File: config.mk
export PLATFORM = sky130hd
export DESIGN_NAME = ped_irq_ctrl
export DESIGN_NICKNAME = d
export VERILOG_FILES = /design/src/rtl/ped_pkg.sv /design/src/rtl/ped_sync.sv /design/src/rtl/ped_cfg.sv /design/src/rtl/ped_detect.sv /design/src/rtl/ped_pend.sv /design/src/rtl/ped_irq_ctrl.sv
export SDC_FILE = /design/constraint.sdc
export NUM_CORES = 1
export LEC_CHECK = 0
export BUFFER_PORTS_ARGS = -buffer_cell sky130_fd_sc_hd__buf_2
export CELL_PAD_IN_SITES_DETAIL_PLACEMENT = 1
export CELL_PAD_IN_SITES_GLOBAL_PLACEMENT = 2
export CORE_MARGIN = 4
export CORE_UTILIZATION = 40
export CTS_CLUSTER_SIZE = 16
export DETAILED_ROUTE_END_ITERATION = 8
export PLACE_DENSITY_LB_ADDON = 0.3
export SETUP_SLACK_MARGIN = 0.1
export SLEW_MARGIN = 15
export SYNTH_ARGS = -nofsm -noshare
export SYNTH_HDL_FRONTEND = slang
export SYNTH_SLANG_ARGS = --single-unit
File: constraint.sdc
create_clock -name clk -period 2.7 [get_ports clk]
set_input_delay 0.405 -clock clk [delete_from_list [all_inputs] [get_ports clk]]
set_output_delay 0.405 -clock clk [all_outputs]
set_load 0.03 [all_outputs]
File: src/rtl/ped_pkg.sv
package ped_pkg;

    localparam int unsigned PED_WIDTH       = 8;
    localparam int unsigned PED_ADDR_W      = 8;
    localparam int unsigned PED_SYNC_STAGES = 2;
    localparam logic [7:0]  PED_MASK_ADDR   = 8'h31;
    localparam logic [7:0]  PED_DIR_ADDR    = 8'h32;

    typedef enum logic {
        DIR_FALL = 1'b0,
        DIR_RISE = 1'b1
    } ped_dir_e;

endpackage

File: src/rtl/ped_sync.sv
module ped_sync #(
    parameter int unsigned WIDTH  = ped_pkg::PED_WIDTH,
    parameter int unsigned STAGES = ped_pkg::PED_SYNC_STAGES
) (
    input  logic             clk,
    input  logic             rst_n,
    input  logic [WIDTH-1:0] din,
    output logic [WIDTH-1:0] dout
);

    localparam int unsigned LAST = STAGES - 1;

    typedef struct packed {
        logic [STAGES-1:0][WIDTH-1:0] chain;
    } sync_state_t;

    sync_state_t s_d, s_q;

    always_comb begin
        s_d          = s_q;
        s_d.chain[0] = din;
        for (int i = 1; i < STAGES; i++) begin
            s_d.chain[i] = s_q.chain[i-1];
        end
    end

    always_ff @(posedge clk or negedge rst_n) begin
        if (!rst_n) begin
            s_q <= '0;
        end else begin
            s_q <= s_d;
        end
    end

    assign dout = s_q.chain[LAST];

endmodule

File: src/rtl/ped_cfg.sv
module ped_cfg #(
    parameter int unsigned WIDTH     = ped_pkg::PED_WIDTH,
    parameter int unsigned ADDR_W    = ped_pkg::PED_ADDR_W,
    parameter logic [ADDR_W-1:0] MASK_ADDR = ADDR_W'(ped_pkg::PED_MASK_ADDR),
    parameter logic [ADDR_W-1:0] DIR_ADDR  = ADDR_W'(ped_pkg::PED_DIR_ADDR)
) (
    input  logic              clk,
    input  logic              rst_n,
    input  logic              wr_en,
    input  logic [ADDR_W-1:0] wr_addr,
    input  logic [WIDTH-1:0]  wr_data,
    output logic [WIDTH-1:0]  mask,
    output logic [WIDTH-1:0]  dir
);

    typedef struct packed {
        logic [WIDTH-1:0] mask;
        logic [WIDTH-1:0] dir;
    } cfg_state_t;

    cfg_state_t c_d, c_q;
    logic       hit_mask;
    logic       hit_dir;

    always_comb begin
        hit_mask = wr_en && (wr_addr == MASK_ADDR);
        hit_dir  = wr_en && (wr_addr == DIR_ADDR);
        c_d      = c_q;
        if (hit_mask) begin
            c_d.mask = wr_data;
        end
        if (hit_dir) begin
            c_d.dir = wr_data;
        end
    end

    always_ff @(posedge clk or negedge rst_n) begin
        if (!rst_n) begin
            c_q <= '0;
        end else begin
            c_q <= c_d;
        end
    end

    assign mask = c_q.mask;
    assign dir  = c_q.dir;

endmodule

File: src/rtl/ped_detect.sv
module ped_detect #(
    parameter int unsigned WIDTH = ped_pkg::PED_WIDTH
) (
    input  logic             clk,
    input  logic             rst_n,
    input  logic [WIDTH-1:0] level,
    input  logic [WIDTH-1:0] mask,
    input  logic [WIDTH-1:0] dir,
    output logic [WIDTH-1:0] hit
);

    typedef struct packed {
        logic [WIDTH-1:0] prev;
    } det_state_t;

    det_state_t d_d, d_q;

    always_comb begin
        d_d      = d_q;
        d_d.prev = level;
    end

    always_ff @(posedge clk or negedge rst_n) begin
        if (!rst_n) begin
            d_q <= '0;
        end else begin
            d_q <= d_d;
        end
    end

    for (genvar g = 0; g < WIDTH; g++) begin : g_pin
        logic went_up;
        logic went_down;
        always_comb begin
            went_up   = level[g] & ~d_q.prev[g];
            went_down = ~level[g] & d_q.prev[g];
            if (dir[g] == ped_pkg::DIR_RISE) begin
                hit[g] = mask[g] & went_up;
            end else begin
                hit[g] = mask[g] & went_down;
            end
        end
    end

endmodule

File: src/rtl/ped_pend.sv
module ped_pend #(
    parameter int unsigned WIDTH = ped_pkg::PED_WIDTH
) (
    input  logic             clk,
    input  logic             rst_n,
    input  logic [WIDTH-1:0] hit,
    input  logic             ack,
    output logic             req
);

    typedef struct packed {
        logic pending;
    } pend_state_t;

    pend_state_t p_d, p_q;

    always_comb begin
        p_d = p_q;
        if (ack) begin
            p_d.pending = 1'b0;
        end
        if (|hit) begin
            p_d.pending = 1'b1;
        end
    end

    always_ff @(posedge clk or negedge rst_n) begin
        if (!rst_n) begin
            p_q <= '0;
        end else begin
            p_q <= p_d;
        end
    end

    assign req = p_q.pending;

endmodule

File: src/rtl/ped_irq_ctrl.sv
module ped_irq_ctrl #(
    parameter int unsigned WIDTH       = ped_pkg::PED_WIDTH,
    parameter int unsigned ADDR_W      = ped_pkg::PED_ADDR_W,
    parameter int unsigned SYNC_STAGES = ped_pkg::PED_SYNC_STAGES,
    parameter logic [ADDR_W-1:0] MASK_ADDR = ADDR_W'(ped_pkg::PED_MASK_ADDR),
    parameter logic [ADDR_W-1:0] DIR_ADDR  = ADDR_W'(ped_pkg::PED_DIR_ADDR)
) (
    input  logic              clk,
    input  logic              rst_n,
    input  logic              wr_en,
    input  logic [ADDR_W-1:0] wr_addr,
    input  logic [WIDTH-1:0]  wr_data,
    input  logic [WIDTH-1:0]  pins,
    input  logic              irq_ack,
    output logic              irq
);

    logic [WIDTH-1:0] level_w;
    logic [WIDTH-1:0] mask_w;
    logic [WIDTH-1:0] dir_w;
    logic [WIDTH-1:0] hit_w;

    ped_sync #(
        .WIDTH  (WIDTH),
        .STAGES (SYNC_STAGES)
    ) u_sync (
        .clk   (clk),
        .rst_n (rst_n),
        .din   (pins),
        .dout  (level_w)
    );

    ped_cfg #(
        .WIDTH     (WIDTH),
        .ADDR_W    (ADDR_W),
        .MASK_ADDR (MASK_ADDR),
        .DIR_ADDR  (DIR_ADDR)
    ) u_cfg (
        .clk     (clk),
        .rst_n   (rst_n),
        .wr_en   (wr_en),
        .wr_addr (wr_addr),
        .wr_data (wr_data),
        .mask    (mask_w),
        .dir     (dir_w)
    );

    ped_detect #(
        .WIDTH (WIDTH)
    ) u_detect (
        .clk   (clk),
        .rst_n (rst_n),
        .level (level_w),
        .mask  (mask_w),
        .dir   (dir_w),
        .hit   (hit_w)
    );

    ped_pend #(
        .WIDTH (WIDTH)
    ) u_pend (
        .clk   (clk),
        .rst_n (rst_n),
        .hit   (hit_w),
        .ack   (irq_ack),
        .req   (irq)
    );

endmodule

==> results of run 1 <==
==> flip-flops by register name (all words and copies together) (netlist names) <==
name and flops:
u_cfg.dir 8, u_cfg.mask 8, u_detect.d_q 8, u_pend.req 1, u_sync.dout 8, u_sync.s_d 8
==> worst min-delay path by stage <==
stage                             startpoint  slack, ns                       end
detailed placement  u_sync.s_d[12]$_DFF_PN0_       0.34  u_sync.dout[4]$_DFF_PN0_
finish                                 rst_n       0.15  u_sync.s_d[11]$_DFF_PN0_
global placement    u_sync.s_d[10]$_DFF_PN0_       0.33  u_sync.dout[2]$_DFF_PN0_
CTS                                  pins[3]       0.13  u_sync.s_d[11]$_DFF_PN0_
global route                         pins[1]       0.11   u_sync.s_d[9]$_DFF_PN0_
floorplan                              rst_n       0.11  u_cfg.dir[0]$_DFFE_PN0P_
==> routing by layer <==
| layer | global-route usage | vias to the layer above | part of all wire |
|---|---|---|---|
| li1 | - | 397 | - |
| met1 | 0.147 | 428 | 0.39 |
| met2 | 0.230 | 26 | 0.51 |
| met3 | 0.0575 | 7 | 0.075 |
| met4 | 0.0670 | 0 | 0.020 |
| met5 | 0 | - | 0 |
==> cells in the final DEF (no fill, tap or decap) <==
cell,count
dfrtp_1,41
buf_2,28
mux2_2,16
nand2b_1,7
nand3b_1,5
o21ai_0,5
clkbuf_4,5
nand2_1,3
nand3b_4,2
a22oi_1,2
o22ai_1,2
clkbuf_8,2
nor4bb_1,1
nor2_1,1
and3_2,1
nand4bb_1,1
nand4b_1,1
a221oi_1,1
nor2b_1,1
a21oi_1,1
nand4_1,1
clkinv_2,1
==> stage by stage <==
stage / utilization / setup WS, ns / hold slack [ns] / instance area, um2
final: 0.505 / 1.39 / 0.152 / 1730
after global routing: 0.505 / 1.30 / 0.107 / 1730
after CTS: 0.505 / 1.37 / 0.132 / 1730
after detailed placement: 0.485 / 1.06 / 0.338 / 1660
after global placement: 0.485 / 1.11 / 0.333 / 1660
after floorplan: - / 1.29 / 0.109 / 1460
==> logic make-up (layout without fill, tap and decap cells) <==
group                  count (synthesis)  in the layout
multiplexers                          16             16
AO/OA/AOI/OAI                         11             11
flip-flops                            41             41
buffers and inverters                  0             36
AND/OR/NAND/NOR                       24             24
==> power by group <==
part	switching [mW]	internal, mW	total [mW]
sequential	0.0177	0.646	0.664
clock	0.184	0.151	0.335
combinational	0.0357	0.0363	0.0720
total	0.238	0.833	1.07
==> Yosys cell counts <==
cell	number	area (um2)
nand4bb_1	1	11.3
a221oi_1	1	8.76
a21oi_1	1	5.00
dfrtp_1	41	1030
nand2_1	3	11.3
nand2b_1	7	43.8
a22oi_1	2	15.0
o21ai_0	5	25.0
and3_2	1	7.51
nor2b_1	1	6.26
o22ai_1	2	12.5
nand3b_1	5	37.5
nor2_1	1	3.75
nand3b_4	2	40.0
nand4_1	1	6.26
nor4bb_1	1	10.0
nand4b_1	1	8.76
mux2_2	16	180
==> final cells by class <==
cell class	instances	area, um2
Clock inverter	1	5.00
Timing Repair Buffer	28	140
Fill cell	355	1690
Multi-Input combinational cell	51	433
Clock buffer	7	65.1
Sequential cell	41	1030
Tap cell	46	57.6
==> worst register-to-register path, stage by stage (launching register included) <==
cell	delay (ns)
dfrtp_1	0.41
nand3b_1	0.09
o21ai_0	0.10
a221oi_1	0.39
nand4_1	0.14
==> flow_summary.toml, run 1 <==
[sta]
hold_viol = 0
rsz0062_at_grt = "false"
finalSetupViolations = 0
fin_crit_sh = 0.485
period_minus_slack_ns = 1.31
slew_viol_final = 0
worst_pin_slew_ns = 0.860
finalSetupTns_ns = 0
fin_skew_ns = 0.00467
fmax_ghz = 0.764
max_slew_margin = 0.427

[synth]
netlist_area_um2 = 1460
yosys.cell_types.count = 18
synth_seq_area_share = 0.703
synth_xor_area_frac = 0
muxShareOfSynthArea = 0.123
synth_top_family_by_area = "simple AND/OR/NAND/NOR gates"
synth-adder-area-share = 0
synth-warning-count = 0
syn_avg_cell_area_um2 = 15.9
synth_cells = 92
yosys.area_share.simple = 0.128
synth-compound-area-share = 0.0455
synth_seq_cells = 41
syn_nets = 120

[die]
dieWidth_um = 68.4
num_io_pins = 29
die-area_um2 = 4680
coreArea_um2 = 3420
start_util = 0.427
die_h_um = 68.4
fp-row-count = 21

[final_layout]
layout.cells.non_filler = 174
syn_to_final_growth_pct = 18.4
finalNetCount = 155
drive_above_1_share = 0.430
antenna-diode-count = 0

[critical_path]
cp.arrival_ns = 0.90
cp_top_family = "flip-flops"
rr_endpoint = "u_pend.req$_DFFE_PN0P_"
cp_max_fo = 2
critPathMaxStageDelay_ns = 0.39
critical_path_depth = 1
timing.critical_path.buf_inv = 1
path_cells = "buf_2"
reg2reg_from = "u_sync.dout[6]$_DFF_PN0_"
reg2reg_depth = 4
start_kind = "flop"
worstSetupPathType = "reg -> out"
cp-end-kind = "primary output"
worst-endpoint-required_ns = 2.30
ff2ff_setup_slack_ns = 1.46
cp_slowest_cell = "dfrtp_1"
critPathLaunch = "u_pend.req$_DFFE_PN0P_"
crit_end = "irq"

[clocking]
cts_hold_buffers = 0
post-cts-setup-buffers = 0
path_clk_slew_ns = 0.11
post_cts_resized = 0
numCtsBuffers = 5
cts_buffer_depth = 2
clock_tree.root_cell = "clkbuf_4"
cts-htree-levels = 2
clock_latency_ns = 0.34
cts_tree = "done"
cts.sinks = 41

[global_routing]
antenna_found_initial = 0
grt_pass1_vias = 953
grt_pass1_wl_um = 4390
overflow = 0
grt_use_total = 0.137
grt_max_degree = 42

[drt]
drt-total-wl_um = 2590
drc = 0
viasPerCell = 4.93
first_iter_violations = 26
ant_nets = 0
drtPass1Iterations = 4
via_count = 858
wire_per_inst_um = 14.9

[placement]
hpwl_um = 1910
gp_congestion = 0.711
port_buffers = 28
post-place-cells = 166

[power]
peakVddDrop_uv = 390
finalPower_mw = 1.07
p_leak_nw = 0.871
pwr_density_cell_nw_per_um2 = 620

[status]
outcome = "finished clean"

[min_path]
hold_class = "in -> async"

[run]
maxCapViolations = 0
Power figures use the tool's default switching activity.
==> run 2: changes to the inputs <==
--- a/config.mk
+++ b/config.mk
@@ -9,7 +9,7 @@
 export CELL_PAD_IN_SITES_DETAIL_PLACEMENT = 1
 export CELL_PAD_IN_SITES_GLOBAL_PLACEMENT = 2
 export CORE_MARGIN = 4
-export CORE_UTILIZATION = 40
+export CORE_UTILIZATION = 37
 export CTS_CLUSTER_SIZE = 16
 export DETAILED_ROUTE_END_ITERATION = 8
 export PLACE_DENSITY_LB_ADDON = 0.3
==> constraint.sdc (replaced) <==
create_clock -name clk -period 1.22 [get_ports clk]
set_input_delay 0.183 -clock clk [delete_from_list [all_inputs] [get_ports clk]]
set_output_delay 0.183 -clock clk [all_outputs]
set_load 0.03 [all_outputs]
==> run 2 against run 1 <==
Wire length grew 1.8%. Design area is 6.6% higher. Sequential share of layout area fell by 3.7 points. Global-route usage fell by 2.4 points. First-iteration DRC count increased by 27%. Register-to-register slack worse by 1.4 ns. Largest power group unchanged. Non-clock buffer count rose by 4. Highest routed layer unchanged. Power increased by 140%. Worst hold slack worse by 0.15 ns. Die area grew 7.2%. Critical endpoint is now u_pend.req$_DFFE_PN0P_. Combinational power grew to 2.7 times the previous value. Clock skew increased by 0.0012 ns.
==> flow_summary.toml, run 2 (same netlist as run 1, synthesis figures left out) <==
[status]
outcome = "finished clean"

[critical_path]
cp.arrival_ns = 1.27
cp_max_fo = 3
cp-end-kind = "flop"
reg2reg_depth = 4
worstSetupPathType = "reg -> reg"
worst-endpoint-required_ns = 1.37
start_kind = "flop"

[final_layout]
syn_to_final_growth_pct = 26.2
seq_area_um2 = 1030
fillCellCount = 389
multi_input_area_um2 = 465
finalNetCount = 159
mostFrequentLayoutCells = "dfrtp_1, buf_2, mux2_2"
antenna-diode-count = 0
final_common_cell = "dfrtp_1"
drive_above_1_share = 0.435

[sta]
worst_pin_slew_ns = 0.256
holdWs_ns = 0.00584
period_minus_slack_ns = 1.13
fmax_ghz = 0.886
fin_crit_sh = 0.925
finalSetupTns_ns = 0
slew_viol_final = 0
max_slew_margin = 0.829
hold_viol = 0
fin_skew_ns = 0.00587
finalSetupViolations = 0
rsz0062_at_grt = "true"

[global_routing]
overflow = 0
antenna_found_initial = 0
grt_pass1_vias = 929
grt_pass1_wl_um = 4370
grt_use_total = 0.113
grt_max_degree = 42

[die]
die-area_um2 = 5010
die_h_um = 70.8
num_io_pins = 29
start_util = 0.390
fp-row-count = 22
dieWidth_um = 70.8
coreArea_um2 = 3740

[drt]
ant_nets = 0
drtPass1Iterations = 4
viasPerCell = 4.80
drt-total-wl_um = 2630
drc = 0
wire_per_inst_um = 14.7
first_iter_violations = 33
via_count = 859

[power]
finalPower_mw = 2.52
p_leak_nw = 0.916
pwr_density_cell_nw_per_um2 = 1370
peakVddDrop_uv = 763

[clocking]
numCtsBuffers = 5
clock_latency_ns = 0.28
cts_buffer_depth = 2
cts-htree-levels = 2
cts.sinks = 41
path_clk_slew_ns = 0.07
post-cts-setup-buffers = 0
cts_tree = "done"
clock_tree.root_cell = "clkbuf_8"

[run]
maxCapViolations = 0

[placement]
hpwl_um = 1770
gp_congestion = 0.735
port_buffers = 28

[min_path]
hold_class = "in -> reg"
hold_path_depth = 1
[run 2: cell types whose count changed in the layout (fill, tap and decap cells not counted), moves of 2 or more]
| cell | before | now |
|---|---|---|
| buf_2 | 28 | 26 |
| buf_6 | 0 | 2 |
| clkbuf_4 | 5 | 0 |
| clkbuf_8 | 2 | 6 |
| dlygate4sd3_1 | 0 | 3 |
[run 2: final cells by class]
type	count	area share
Clock buffer	7	0.0469
Timing Repair Buffer	32	0.110
Sequential cell	41	0.557
Multi-Input combinational cell	51	0.253
Tap cell	48	0.0326
[run 2: final timing paths]
path | slack (ns) | start | endpoint
max reg2reg | 0.09 | u_sync.dout[6]$_DFF_PN0_ | u_pend.req$_DFFE_PN0P_
min in group asynchronous | 0.40 | rst_n | u_cfg.mask[3]$_DFFE_PN0P_
max | 0.09 | u_sync.dout[6]$_DFF_PN0_ | u_pend.req$_DFFE_PN0P_
min reg2reg | 0.35 | u_sync.s_d[15]$_DFF_PN0_ | u_sync.dout[7]$_DFF_PN0_
min | 0.006 | pins[6] | u_sync.s_d[14]$_DFF_PN0_
max in group asynchronous | 0.62 | rst_n | u_sync.dout[7]$_DFF_PN0_
[run 2: per-layer routing]
metal  global-route usage  part of all wire
met3               0.0426             0.071
met5                    0                 0
met4               0.0438            0.0095
met1                0.142              0.42
met2                0.178              0.50
[run 2: power by group]
part           internal (mW)  total [mW]  switching (mW)
clock network          0.449       0.863           0.415
registers               1.43        1.47          0.0383
logic                  0.103       0.191          0.0875
[run 2: worst max-delay path: stages, from the launching register on]
cell      delay [ns]
dfrtp_1         0.41
nand3b_1        0.11
o21ai_2         0.07
a221oi_2        0.30
nand4_1         0.12
[run 2: what timing repair did]
item                                    4_1_cts  5_1_grt
endpoints found under the hold margin        41        2
resized for setup                             3        6
hold buffers                                  1        2
gates cloned                                  0        0
endpoints found under the setup margin        1       17
pin swaps                                     3        3
[run 2: per-stage QoR]
stage,cells,instance area (um2),setup WS [ns],util
floorplan,92,1460,0.0368,-
global placement,169,1680,-0.157,0.449
detailed placement,169,1680,-0.184,0.449
CTS,177,1790,0.0903,0.477
global route,179,1840,0.0250,0.492
finish,179,1840,0.0913,0.492
